**config.mk**
```make
export PLATFORM = sky130hd
export DESIGN_NAME = rsEncoder
export DESIGN_NICKNAME = d
export VERILOG_FILES = /design/src/rtl/rsEncPkg.sv /design/src/rtl/rsConstMul.sv /design/src/rtl/rsEncControl.sv /design/src/rtl/rsEncDatapath.sv /design/src/rtl/rsEncoder.sv
export SDC_FILE = /design/constraint.sdc
export NUM_CORES = 1
export LEC_CHECK = 0
export ABC_CLOCK_PERIOD_IN_PS = 12050
export BUFFER_PORTS_ARGS = -buffer_cell sky130_fd_sc_hd__buf_4
export CORE_MARGIN = 8
export CORE_UTILIZATION = 50
export CTS_CLUSTER_DIAMETER = 40
export CTS_CLUSTER_SIZE = 24
export DETAILED_ROUTE_END_ITERATION = 7
export HOLD_SLACK_MARGIN = 0.12
export PLACE_DENSITY = 0.66
export SKIP_CTS_REPAIR_TIMING = 1
export SYNTH_ARGS = -nofsm -noshare
export SYNTH_HDL_FRONTEND = slang
export SYNTH_SLANG_ARGS = --single-unit
```
**constraint.sdc**
```tcl
create_clock -name clk -period 12.05 [get_ports clk]
set_clock_uncertainty 0.2 [all_clocks]
set_input_delay 1.205 -clock clk [delete_from_list [all_inputs] [get_ports clk]]
set_output_delay 1.205 -clock clk [all_outputs]
set_load 0.01 [all_outputs]
```
**src/rtl/rsEncPkg.sv**
```systemverilog
package rsEncPkg;

  typedef enum logic [1:0] {
    ST_IDLE   = 2'd0,
    ST_DATA   = 2'd1,
    ST_PARITY = 2'd2
  } encState_t;

  // strobes from control to datapath
  typedef struct packed {
    logic takeData;     // load a message symbol through the divider
    logic firstData;    // treat the register as cleared for this symbol
    logic shiftParity;  // shift one check symbol out, feedback off
  } encStrobe_t;

  // product of two field elements, shift-and-add with reduction
  function automatic int gfMul(int a, int b, int symW, int poly);
    int acc;
    int x;
    acc = 0;
    x = a;
    for (int k = 0; k < symW; k++) begin
      if (((b >> k) & 1) != 0) acc = acc ^ x;
      x = x << 1;
      if (((x >> symW) & 1) != 0) x = x ^ poly;
    end
    return acc;
  endfunction

  // alpha (0x02) raised to a power
  function automatic int gfAlphaPow(int e, int symW, int poly);
    int v;
    v = 1;
    for (int k = 0; k < e; k++) v = gfMul(v, 2, symW, poly);
    return v;
  endfunction

  // coefficient idx of prod_{i=0}^{nPar-1} (x + alpha^(firstRoot+i))
  function automatic int genCoef(int idx, int nPar, int symW, int poly, int firstRoot);
    int g [256];
    int root;
    for (int k = 0; k < 256; k++) g[k] = 0;
    g[0] = 1;
    for (int i = 0; i < nPar; i++) begin
      root = gfAlphaPow(firstRoot + i, symW, poly);
      for (int j = i + 1; j >= 1; j--) g[j] = g[j-1] ^ gfMul(g[j], root, symW, poly);
      g[0] = gfMul(g[0], root, symW, poly);
    end
    return g[idx];
  endfunction

endpackage

```
**src/rtl/rsConstMul.sv**
```systemverilog
module rsConstMul #(
  parameter int SYM_W      = 8,
  parameter int FIELD_POLY = 285,
  parameter int COEF       = 1
) (
  input  logic [SYM_W-1:0] symIn,
  output logic [SYM_W-1:0] symOut
);

  logic [SYM_W-1:0] partial [SYM_W];

  // column j of the multiply matrix is COEF * x^j
  for (genvar j = 0; j < SYM_W; j++) begin : gCol
    localparam int COL = rsEncPkg::gfMul(COEF, 1 << j, SYM_W, FIELD_POLY);
    assign partial[j] = symIn[j] ? SYM_W'(COL) : '0;
  end

  always_comb begin
    symOut = '0;
    for (int j = 0; j < SYM_W; j++) symOut = symOut ^ partial[j];
  end

endmodule

```
**src/rtl/rsEncControl.sv**
```systemverilog
module rsEncControl
  import rsEncPkg::*;
#(
  parameter int K_DATA = 201,
  parameter int N_PAR  = 18
) (
  input  logic       clk,
  input  logic       rstN,
  input  logic       inValid,
  input  logic       inStart,
  output encStrobe_t strobe
);

  localparam int CNT_W = $clog2(K_DATA + 1);
  localparam int PAR_W = $clog2(N_PAR + 1);

  encState_t        state;
  logic [CNT_W-1:0] dataCnt;
  logic [PAR_W-1:0] parCnt;
  logic             lastData;
  logic             lastPar;

  assign lastData = (dataCnt == CNT_W'(K_DATA - 1));
  assign lastPar  = (parCnt == PAR_W'(N_PAR - 1));

  always_comb begin
    strobe = '0;
    unique case (state)
      ST_IDLE: begin
        strobe.takeData  = inValid && inStart;
        strobe.firstData = inValid && inStart;
      end
      ST_DATA:   strobe.takeData    = inValid;
      ST_PARITY: strobe.shiftParity = 1'b1;
      default:   strobe = '0;
    endcase
  end

  always_ff @(posedge clk) begin
    if (!rstN) begin
      state   <= ST_IDLE;
      dataCnt <= '0;
      parCnt  <= '0;
    end else begin
      unique case (state)
        ST_IDLE: begin
          if (strobe.takeData) begin
            dataCnt <= CNT_W'(1);
            parCnt  <= '0;
            state   <= (K_DATA == 1) ? ST_PARITY : ST_DATA;
          end
        end
        ST_DATA: begin
          if (inValid) begin
            if (lastData) begin
              state  <= ST_PARITY;
              parCnt <= '0;
            end else begin
              dataCnt <= dataCnt + CNT_W'(1);
            end
          end
        end
        ST_PARITY: begin
          if (lastPar) state <= ST_IDLE;
          else         parCnt <= parCnt + PAR_W'(1);
        end
        default: state <= ST_IDLE;
      endcase
    end
  end

endmodule

```
**src/rtl/rsEncDatapath.sv**
```systemverilog
module rsEncDatapath
  import rsEncPkg::*;
#(
  parameter int SYM_W      = 8,
  parameter int N_PAR      = 18,
  parameter int FIELD_POLY = 285,
  parameter int FIRST_ROOT = 1
) (
  input  logic             clk,
  input  logic             rstN,
  input  encStrobe_t       strobe,
  input  logic [SYM_W-1:0] inData,
  output logic             outValid,
  output logic [SYM_W-1:0] outData,
  output logic             outIsData,
  output logic             outIsParity
);

  logic [SYM_W-1:0] stage    [N_PAR];
  logic [SYM_W-1:0] tapProd  [N_PAR];
  logic [SYM_W-1:0] nextData [N_PAR];
  logic [SYM_W-1:0] topStage;
  logic [SYM_W-1:0] feedback;

  // a block start sees an empty register
  assign topStage = strobe.firstData ? '0 : stage[N_PAR-1];
  assign feedback = inData ^ topStage;

  for (genvar i = 0; i < N_PAR; i++) begin : gTap
    localparam int G_I = genCoef(i, N_PAR, SYM_W, FIELD_POLY, FIRST_ROOT);
    rsConstMul #(
      .SYM_W     (SYM_W),
      .FIELD_POLY(FIELD_POLY),
      .COEF      (G_I)
    ) uMul (
      .symIn (feedback),
      .symOut(tapProd[i])
    );
    if (i == 0) begin : gLow
      assign nextData[i] = tapProd[i];
    end else begin : gMid
      assign nextData[i] = (strobe.firstData ? '0 : stage[i-1]) ^ tapProd[i];
    end
  end

  always_ff @(posedge clk) begin
    if (!rstN) begin
      for (int i = 0; i < N_PAR; i++) stage[i] <= '0;
      outValid    <= 1'b0;
      outData     <= '0;
      outIsData   <= 1'b0;
      outIsParity <= 1'b0;
    end else if (strobe.takeData) begin
      for (int i = 0; i < N_PAR; i++) stage[i] <= nextData[i];
      outValid    <= 1'b1;
      outData     <= inData;
      outIsData   <= 1'b1;
      outIsParity <= 1'b0;
    end else if (strobe.shiftParity) begin
      stage[0] <= '0;
      for (int i = 1; i < N_PAR; i++) stage[i] <= stage[i-1];
      outValid    <= 1'b1;
      outData     <= stage[N_PAR-1];
      outIsData   <= 1'b0;
      outIsParity <= 1'b1;
    end else begin
      outValid    <= 1'b0;
      outData     <= '0;
      outIsData   <= 1'b0;
      outIsParity <= 1'b0;
    end
  end

endmodule

```
**src/rtl/rsEncoder.sv**
```systemverilog
module rsEncoder
  import rsEncPkg::*;
#(
  parameter int SYM_W      = 8,
  parameter int N_TOTAL    = 219,
  parameter int K_DATA     = 201,
  parameter int FIELD_POLY = 285,
  parameter int FIRST_ROOT = 1
) (
  input  logic             clk,
  input  logic             rstN,
  input  logic             inValid,
  input  logic             inStart,
  input  logic [SYM_W-1:0] inData,
  output logic             outValid,
  output logic [SYM_W-1:0] outData,
  output logic             outIsData,
  output logic             outIsParity
);

  localparam int N_PAR = N_TOTAL - K_DATA;

  encStrobe_t strobe;

  rsEncControl #(
    .K_DATA(K_DATA),
    .N_PAR (N_PAR)
  ) uCtrl (
    .clk    (clk),
    .rstN   (rstN),
    .inValid(inValid),
    .inStart(inStart),
    .strobe (strobe)
  );

  rsEncDatapath #(
    .SYM_W     (SYM_W),
    .N_PAR     (N_PAR),
    .FIELD_POLY(FIELD_POLY),
    .FIRST_ROOT(FIRST_ROOT)
  ) uPath (
    .clk        (clk),
    .rstN       (rstN),
    .strobe     (strobe),
    .inData     (inData),
    .outValid   (outValid),
    .outData    (outData),
    .outIsData  (outIsData),
    .outIsParity(outIsParity)
  );

endmodule

```
==> results of run 1 <==
-- stage by stage --
| stage | power, mW | worst slack [ps] | hold WS, ps | utilization (%) |
|---|---|---|---|---|
| after floorplan | 1.52 | 5880 | 261 | - |
| after global placement | 1.72 | 6760 | 267 | 52.0 |
| after detailed placement | 1.73 | 6690 | 279 | 52.0 |
| after CTS | 2.27 | 7120 | 294 | 54.7 |
| after global routing | 2.37 | 6890 | 313 | 54.7 |
| final | 2.27 | 7060 | 293 | 54.7 |
-- logic make-up after synthesis --
kind of cell | Yosys count | share of synthesized area, %
adders and majority gates | 4 | 0.480
xor gates and xnor gates | 170 | 21.1
AOI/OAI and AO/OA | 261 | 16.8
buffers and inverters | 82 | 3.38
and+or+nand+nor | 239 | 9.91
DFF | 170 | 46.4
muxes | 19 | 1.88
-- worst paths after layout --
kind	start	to
worst max-delay path	inStart	uPath.stage[0][62]
worst min-delay path	uPath.stage[0][143]	uPath.outData[7]
worst max register to register	uCtrl.state[1]	uPath.stage[0][62]
worst min register to register	uPath.stage[0][143]	uPath.outData[7]
-- state kept, by name, summed over array words and instances (netlist names) --
| signal | cells |
|---|---|
| uCtrl.parCnt | 5 |
| uPath.outData | 8 |
| uCtrl.dataCnt | 8 |
| uPath.outIsParity | 1 |
| uPath.outValid | 1 |
| uCtrl.state | 2 |
| uPath.stage | 144 |
| uPath.outIsData | 1 |
-- cell type report --
class                           count  area (um^2)
Multi-Input combinational cell    693         5270
Timing Repair Buffer               42          315
Inverter                            8         30.0
Fill cell                        1738         9400
Tap cell                          275          344
Clock inverter                     12         82.6
Sequential cell                   170         4840
Clock buffer                       20          478
-- synth_stat cells, drive strengths merged, types with 2 or more instances --
master and instances:
xnor2 94, o21a 8, nand4 11, buf 17, a22oi 14, inv 7
xor2 38, o21bai 2, a21boi 3, nand3b 4, a21o 3, edfxtp 144
o21ai 50, a21oi 70, xnor3 37, clkbuf 57, and3 2, mux2 5
and2 4, dfxtp 26, nand3 8, nor2 43, a32o 11, a22o 37
a31o 2, nand2 149, a211o 12, ha 4, a211oi 3, o211ai 4
o2111ai 9, nor2b 12, mux2i 14, o2111a 5, o22ai 25
-- metal layers --
metal  share of wire [%]  routed length (um)  global-route usage (%)
met3                 7.0                1810                    3.48
met2                  46               12000                    30.2
met1                  45               11800                    29.0
met5                   0                   0                       0
met4                 1.5                 389                    6.46
-- report_power, final --
group | switching, mW | total, mW | internal (mW) | leakage [nW]
clock | 0.245 | 0.534 | 0.290 | 0.288
combinational | 0.524 | 0.953 | 0.428 | 2.43
sequential | 0.0366 | 0.778 | 0.742 | 1.75
total | 0.806 | 2.27 | 1.46 | 4.47
==> impl_metrics.env, run 1 <==
export IMPL_outcome="completed"
export IMPL_critPathArrivalTime_ps=4950
export IMPL_slowest_delay_ps=900
export IMPL_syn_area_per_cell_um2=11.0
export IMPL_critPathBufInv=2
export IMPL_grt_max_degree=76
export IMPL_critPathMostFrequentCell="buf_4"
export IMPL_final_common_cell="nand2_1"
export IMPL_timing_max_cap_violations=0
export IMPL_synth_nets=961
export IMPL_root_buffer="clkbuf_16"
export IMPL_slew_headroom_pct=19.6
export IMPL_crit_required_ps=12010
export IMPL_ys_ff_latch=170
export IMPL_setup_viol=0
export IMPL_worst_path_stages=9
export IMPL_reg2regPathDepth=8
export IMPL_vias_per_cell=6.05
export IMPL_r2r_slack_ps=7440
export IMPL_grt_first_pass_wirelength_mm=40.1
export IMPL_synth_seq_area_share_pct=46.4
export IMPL_fmax_ghz=0.200
export IMPL_ios=23
export IMPL_grt_pass1_vias=6719
export IMPL_dp_hpwl_mm=15.5
export IMPL_h_tree_depth=4
export IMPL_place_congestion=0.830
export IMPL_mappedNetlistArea_mm2=0.0104
export IMPL_core_area_mm2=0.0208
export IMPL_rsz0062_at_grt="no"
export IMPL_hold_depth=1
export IMPL_critPathMaxFanout=73
export IMPL_clk_latency_ps=430
export IMPL_fin_cells=1220
export IMPL_synth_top_area_cell="edfxtp_1"
export IMPL_synth_area_leaders="edfxtp_1, xnor3_1, xnor2_1, nand2_1, dfxtp_1"
export IMPL_numPortBuffers=22
export IMPL_startpoint_type="primary input"
export IMPL_drc=0
export IMPL_rows=53
export IMPL_grt_usage_pct=20.1
export IMPL_slew_violations=0
export IMPL_grt_antenna_before_repair=0
export IMPL_p_leak_nw=4.47
export IMPL_hold_class="flip-flop to flip-flop"
export IMPL_wl_mm=26.0
export IMPL_fin_crit_ps=4990
export IMPL_path_class="primary input to flip-flop"
export IMPL_place_inst=1188
export IMPL_final_setup_tns_ps=0
export IMPL_vias=7377
export IMPL_worst_slew_pin_slew_ps=1200
export IMPL_path_clk_slew_ps=70
export IMPL_yosys_cell_types_count=56
export IMPL_area_growth_pct=8.90
export IMPL_fin_crit_sh_pct=41.4
export IMPL_fin_nets=948
export IMPL_drive_gt1_share_pct=11.6
export IMPL_syn_inst=945
export IMPL_clk_path_buf_depth=2
export IMPL_powerDensity_mw_per_mm2=199
export IMPL_final_area_mm2=0.0114
export IMPL_layout_common_cells="nand2_1, edfxtp_1, xnor2_1"
export IMPL_post_dp_cell_area_mm2=0.0108
export IMPL_ys_flop_type="edfxtp_1"
export IMPL_grt_overflow_total=0
export IMPL_initial_core_util_pct=50.3
export IMPL_n_antenna_cell=0
export IMPL_cts_sinks=170
export IMPL_detail_route_antenna_nets=0
export IMPL_tritoncts="built"
export IMPL_synth_top_area_share_pct=41.4
export IMPL_peakVddDrop_mv=0.101
export IMPL_die_x_um=160
export IMPL_wire_per_inst_um=21.3
export IMPL_hold_violations=0
export IMPL_first_pass_iters=7
export IMPL_synth_edff_count=144
export IMPL_cp_slowest_cell="xnor3_1"
export IMPL_cp_top_family="XOR/XNOR gates"
export IMPL_first_iter_violations=873
export IMPL_die_area_mm2=0.0257
export IMPL_cp_cell_sequence="buf_4 -> nand4bb_4 -> buf_4 -> nand2_1 -> xor2_2 -> xnor3_1 -> xnor2_2 -> xnor2_1 -> o22ai_1"
export IMPL_yosysWarnings=0
export IMPL_fp_dieH_um=160
export IMPL_async_flop_share_pct=0
export IMPL_cts_made_buffers=17
export IMPL_end_kind="flip-flop"
No activity file was read; power rests on OpenSTA's default activity.
==> run 2: changes to the inputs <==
- ABC_CLOCK_PERIOD_IN_PS: 12050 -> 4740
- clock period: 12.05 -> 4.74 ns (I/O delays scaled with it)
==> impl_metrics.env, run 2 (synthesis gave the netlist of run 1 again) <==
export IMPL_layout_common_cells="nand2_1, edfxtp_1, xnor2_1"
export IMPL_regArea_mm2=0.00484
export IMPL_cp_cell_sequence="nand4bb_4 -> nand2_2 -> xor2_4 -> buf_4 -> xnor2_1 -> xor3_1 -> a211o_1 -> a21oi_1"
export IMPL_die_x_um=160
export IMPL_dpl_worst_slack_ps=1010
export IMPL_grt_first_pass_wirelength_mm=40.9
export IMPL_die_area_mm2=0.0257
export IMPL_whs_ps=125
export IMPL_vias=7369
export IMPL_slowest_delay_ps=660
export IMPL_grt_overflow_total=0
export IMPL_power_switching_mw=2.06
export IMPL_cp_slowest_cell="xor2_4"
export IMPL_path_clk_slew_ps=70
export IMPL_root_buffer="clkbuf_16"
export IMPL_internal_power_mw=3.78
export IMPL_area_growth_pct=10.5
export IMPL_fp_dieH_um=160
export IMPL_p_sw_share_pct=35.3
export IMPL_first_pass_iters=5
export IMPL_rsz0062_at_grt="no"
export IMPL_vias_per_cell=5.99
export IMPL_ios=23
export IMPL_fin_crit_sh_pct=77.2
export IMPL_h_tree_depth=4
export IMPL_comb_power_share_pct=41.8
export IMPL_clk_latency_ps=430
export IMPL_core_area_mm2=0.0208
export IMPL_drive_gt1_share_pct=11.9
export IMPL_outcome="completed"
export IMPL_cts_made_buffers=17
export IMPL_worst_slack_ps=1080
export IMPL_wl_mm=26.1
export IMPL_place_congestion=0.789
export IMPL_final_setup_tns_ps=0
export IMPL_numPortBuffers=22
export IMPL_path_class="flip-flop to flip-flop"
export IMPL_grt_max_degree=94
export IMPL_power_mw=5.84
export IMPL_crit_required_ps=4810
export IMPL_detail_route_antenna_nets=0
export IMPL_hold_class="primary input to flip-flop"
export IMPL_clockPowerShare_pct=24.4
export IMPL_first_iter_violations=731
export IMPL_cp_top_family="XOR/XNOR gates"
export IMPL_initial_core_util_pct=50.3
export IMPL_p_leak_nw=4.52
export IMPL_timing_max_cap_violations=0
export IMPL_final_common_cell="nand2_1"
export IMPL_rows=53
export IMPL_wire_per_inst_um=21.2
export IMPL_nFillCells=1758
export IMPL_critPathMaxFanout=21
export IMPL_fmax_ghz=0.273
export IMPL_slew_headroom_pct=29.7
export IMPL_fin_cells=1231
export IMPL_clk_path_buf_depth=2
export IMPL_critPathArrivalTime_ps=3730
export IMPL_grt_usage_pct=20.3
export IMPL_multi_input_area_mm2=0.00528
export IMPL_n_antenna_cell=0
export IMPL_pwr_share_seq_pct=33.8
export IMPL_drc=0
export IMPL_slew_violations=0
export IMPL_end_kind="flip-flop"
export IMPL_reg_top3="uPath.stage: 144 flops, uCtrl.dataCnt: 8 flops, uPath.outData: 8 flops"
export IMPL_worst_slew_pin_slew_ps=1060
export IMPL_grt_pass1_vias=6967
export IMPL_tritoncts="built"
export IMPL_place_inst=1193
export IMPL_fin_nets=959
export IMPL_grt_antenna_before_repair=0
export IMPL_hold_violations=0
export IMPL_startpoint_type="flip-flop"
export IMPL_fin_crit_ps=3660
export IMPL_peakVddDrop_mv=0.287
export IMPL_dp_hpwl_mm=15.9
export IMPL_setup_viol=0
export IMPL_critPathBufInv=1
export IMPL_top_register="uPath.stage"
export IMPL_cts_sinks=170
export IMPL_powerDensity_mw_per_mm2=506
export IMPL_largest_reg_flops=144
[run 2: cell count changes in the layout (fill, tap and decap cells not counted), moves of 2 or more]
| cell | previous run | this run |
|---|---|---|
| buf_4 | 42 | 45 |
| dlygate4sd3_1 | 0 | 6 |
| inv_6 | 5 | 2 |
| inv_4 | 3 | 0 |
| buf_12 | 0 | 2 |
| clkinv_2 | 4 | 1 |
| clkinv_4 | 0 | 4 |
| clkinvlp_4 | 0 | 3 |
| bufinv_16 | 0 | 2 |
[run 2: final cells by class]
| type | count | area share, % |
|---|---|---|
| Sequential cell | 170 | 42.0 |
| Clock buffer | 19 | 3.84 |
| Tap cell | 275 | 2.99 |
| Timing Repair Buffer | 53 | 3.80 |
| Inverter | 8 | 0.261 |
| Clock inverter | 13 | 1.25 |
| Multi-Input combinational cell | 693 | 45.8 |
[run 2: through the flow]
step,utilization (%),area [um^2]
5_1_grt,55.5,11500
3_5_place_dp,52.4,10900
4_1_cts,55.2,11500
2_1_floorplan,-,10400
3_3_place_gp,52.4,10900
6_report,55.5,11500
[run 2: worst paths after layout]
kind | start | end | slack, ps | depth (start not counted)
worst max-delay path | uCtrl.state[1] | uPath.stage[0][120] | 1080 | 8
worst min-delay path | inData[6] | uPath.outData[6] | 120 | 2
worst max register to register | uCtrl.state[1] | uPath.stage[0][120] | 1080 | 8
worst min register to register | uPath.stage[0][138] | uPath.outData[2] | 280 | 1
[run 2: power groups by stage]
stage / logic, mW / registers, mW / clock network [mW]
after floorplan: 1.89 / 1.98 / 0
after global placement: 2.39 / 2.00 / 0
after detailed placement: 2.41 / 2.00 / 0
after CTS: 2.43 / 1.97 / 1.44
after global routing: 2.62 / 1.99 / 1.50
final: 2.44 / 1.97 / 1.42
[run 2: worst reg2reg max path: cells and delay by family, from the launching register on]
kind            cells  cell delay (ps)
buf+inv             1              290
compound gates      2              460
flops               1              360
simple gates        2              710
xor+xnor            3             1480
[run 2: per-layer routing]
metal	up-vias	routed length (um)	GRT usage, %
met2	275	12200	31.3
met3	28	1720	4.20
li1	3442	-	-
met4	0	450	5.35
met5	-	0	0
met1	3624	11800	28.5
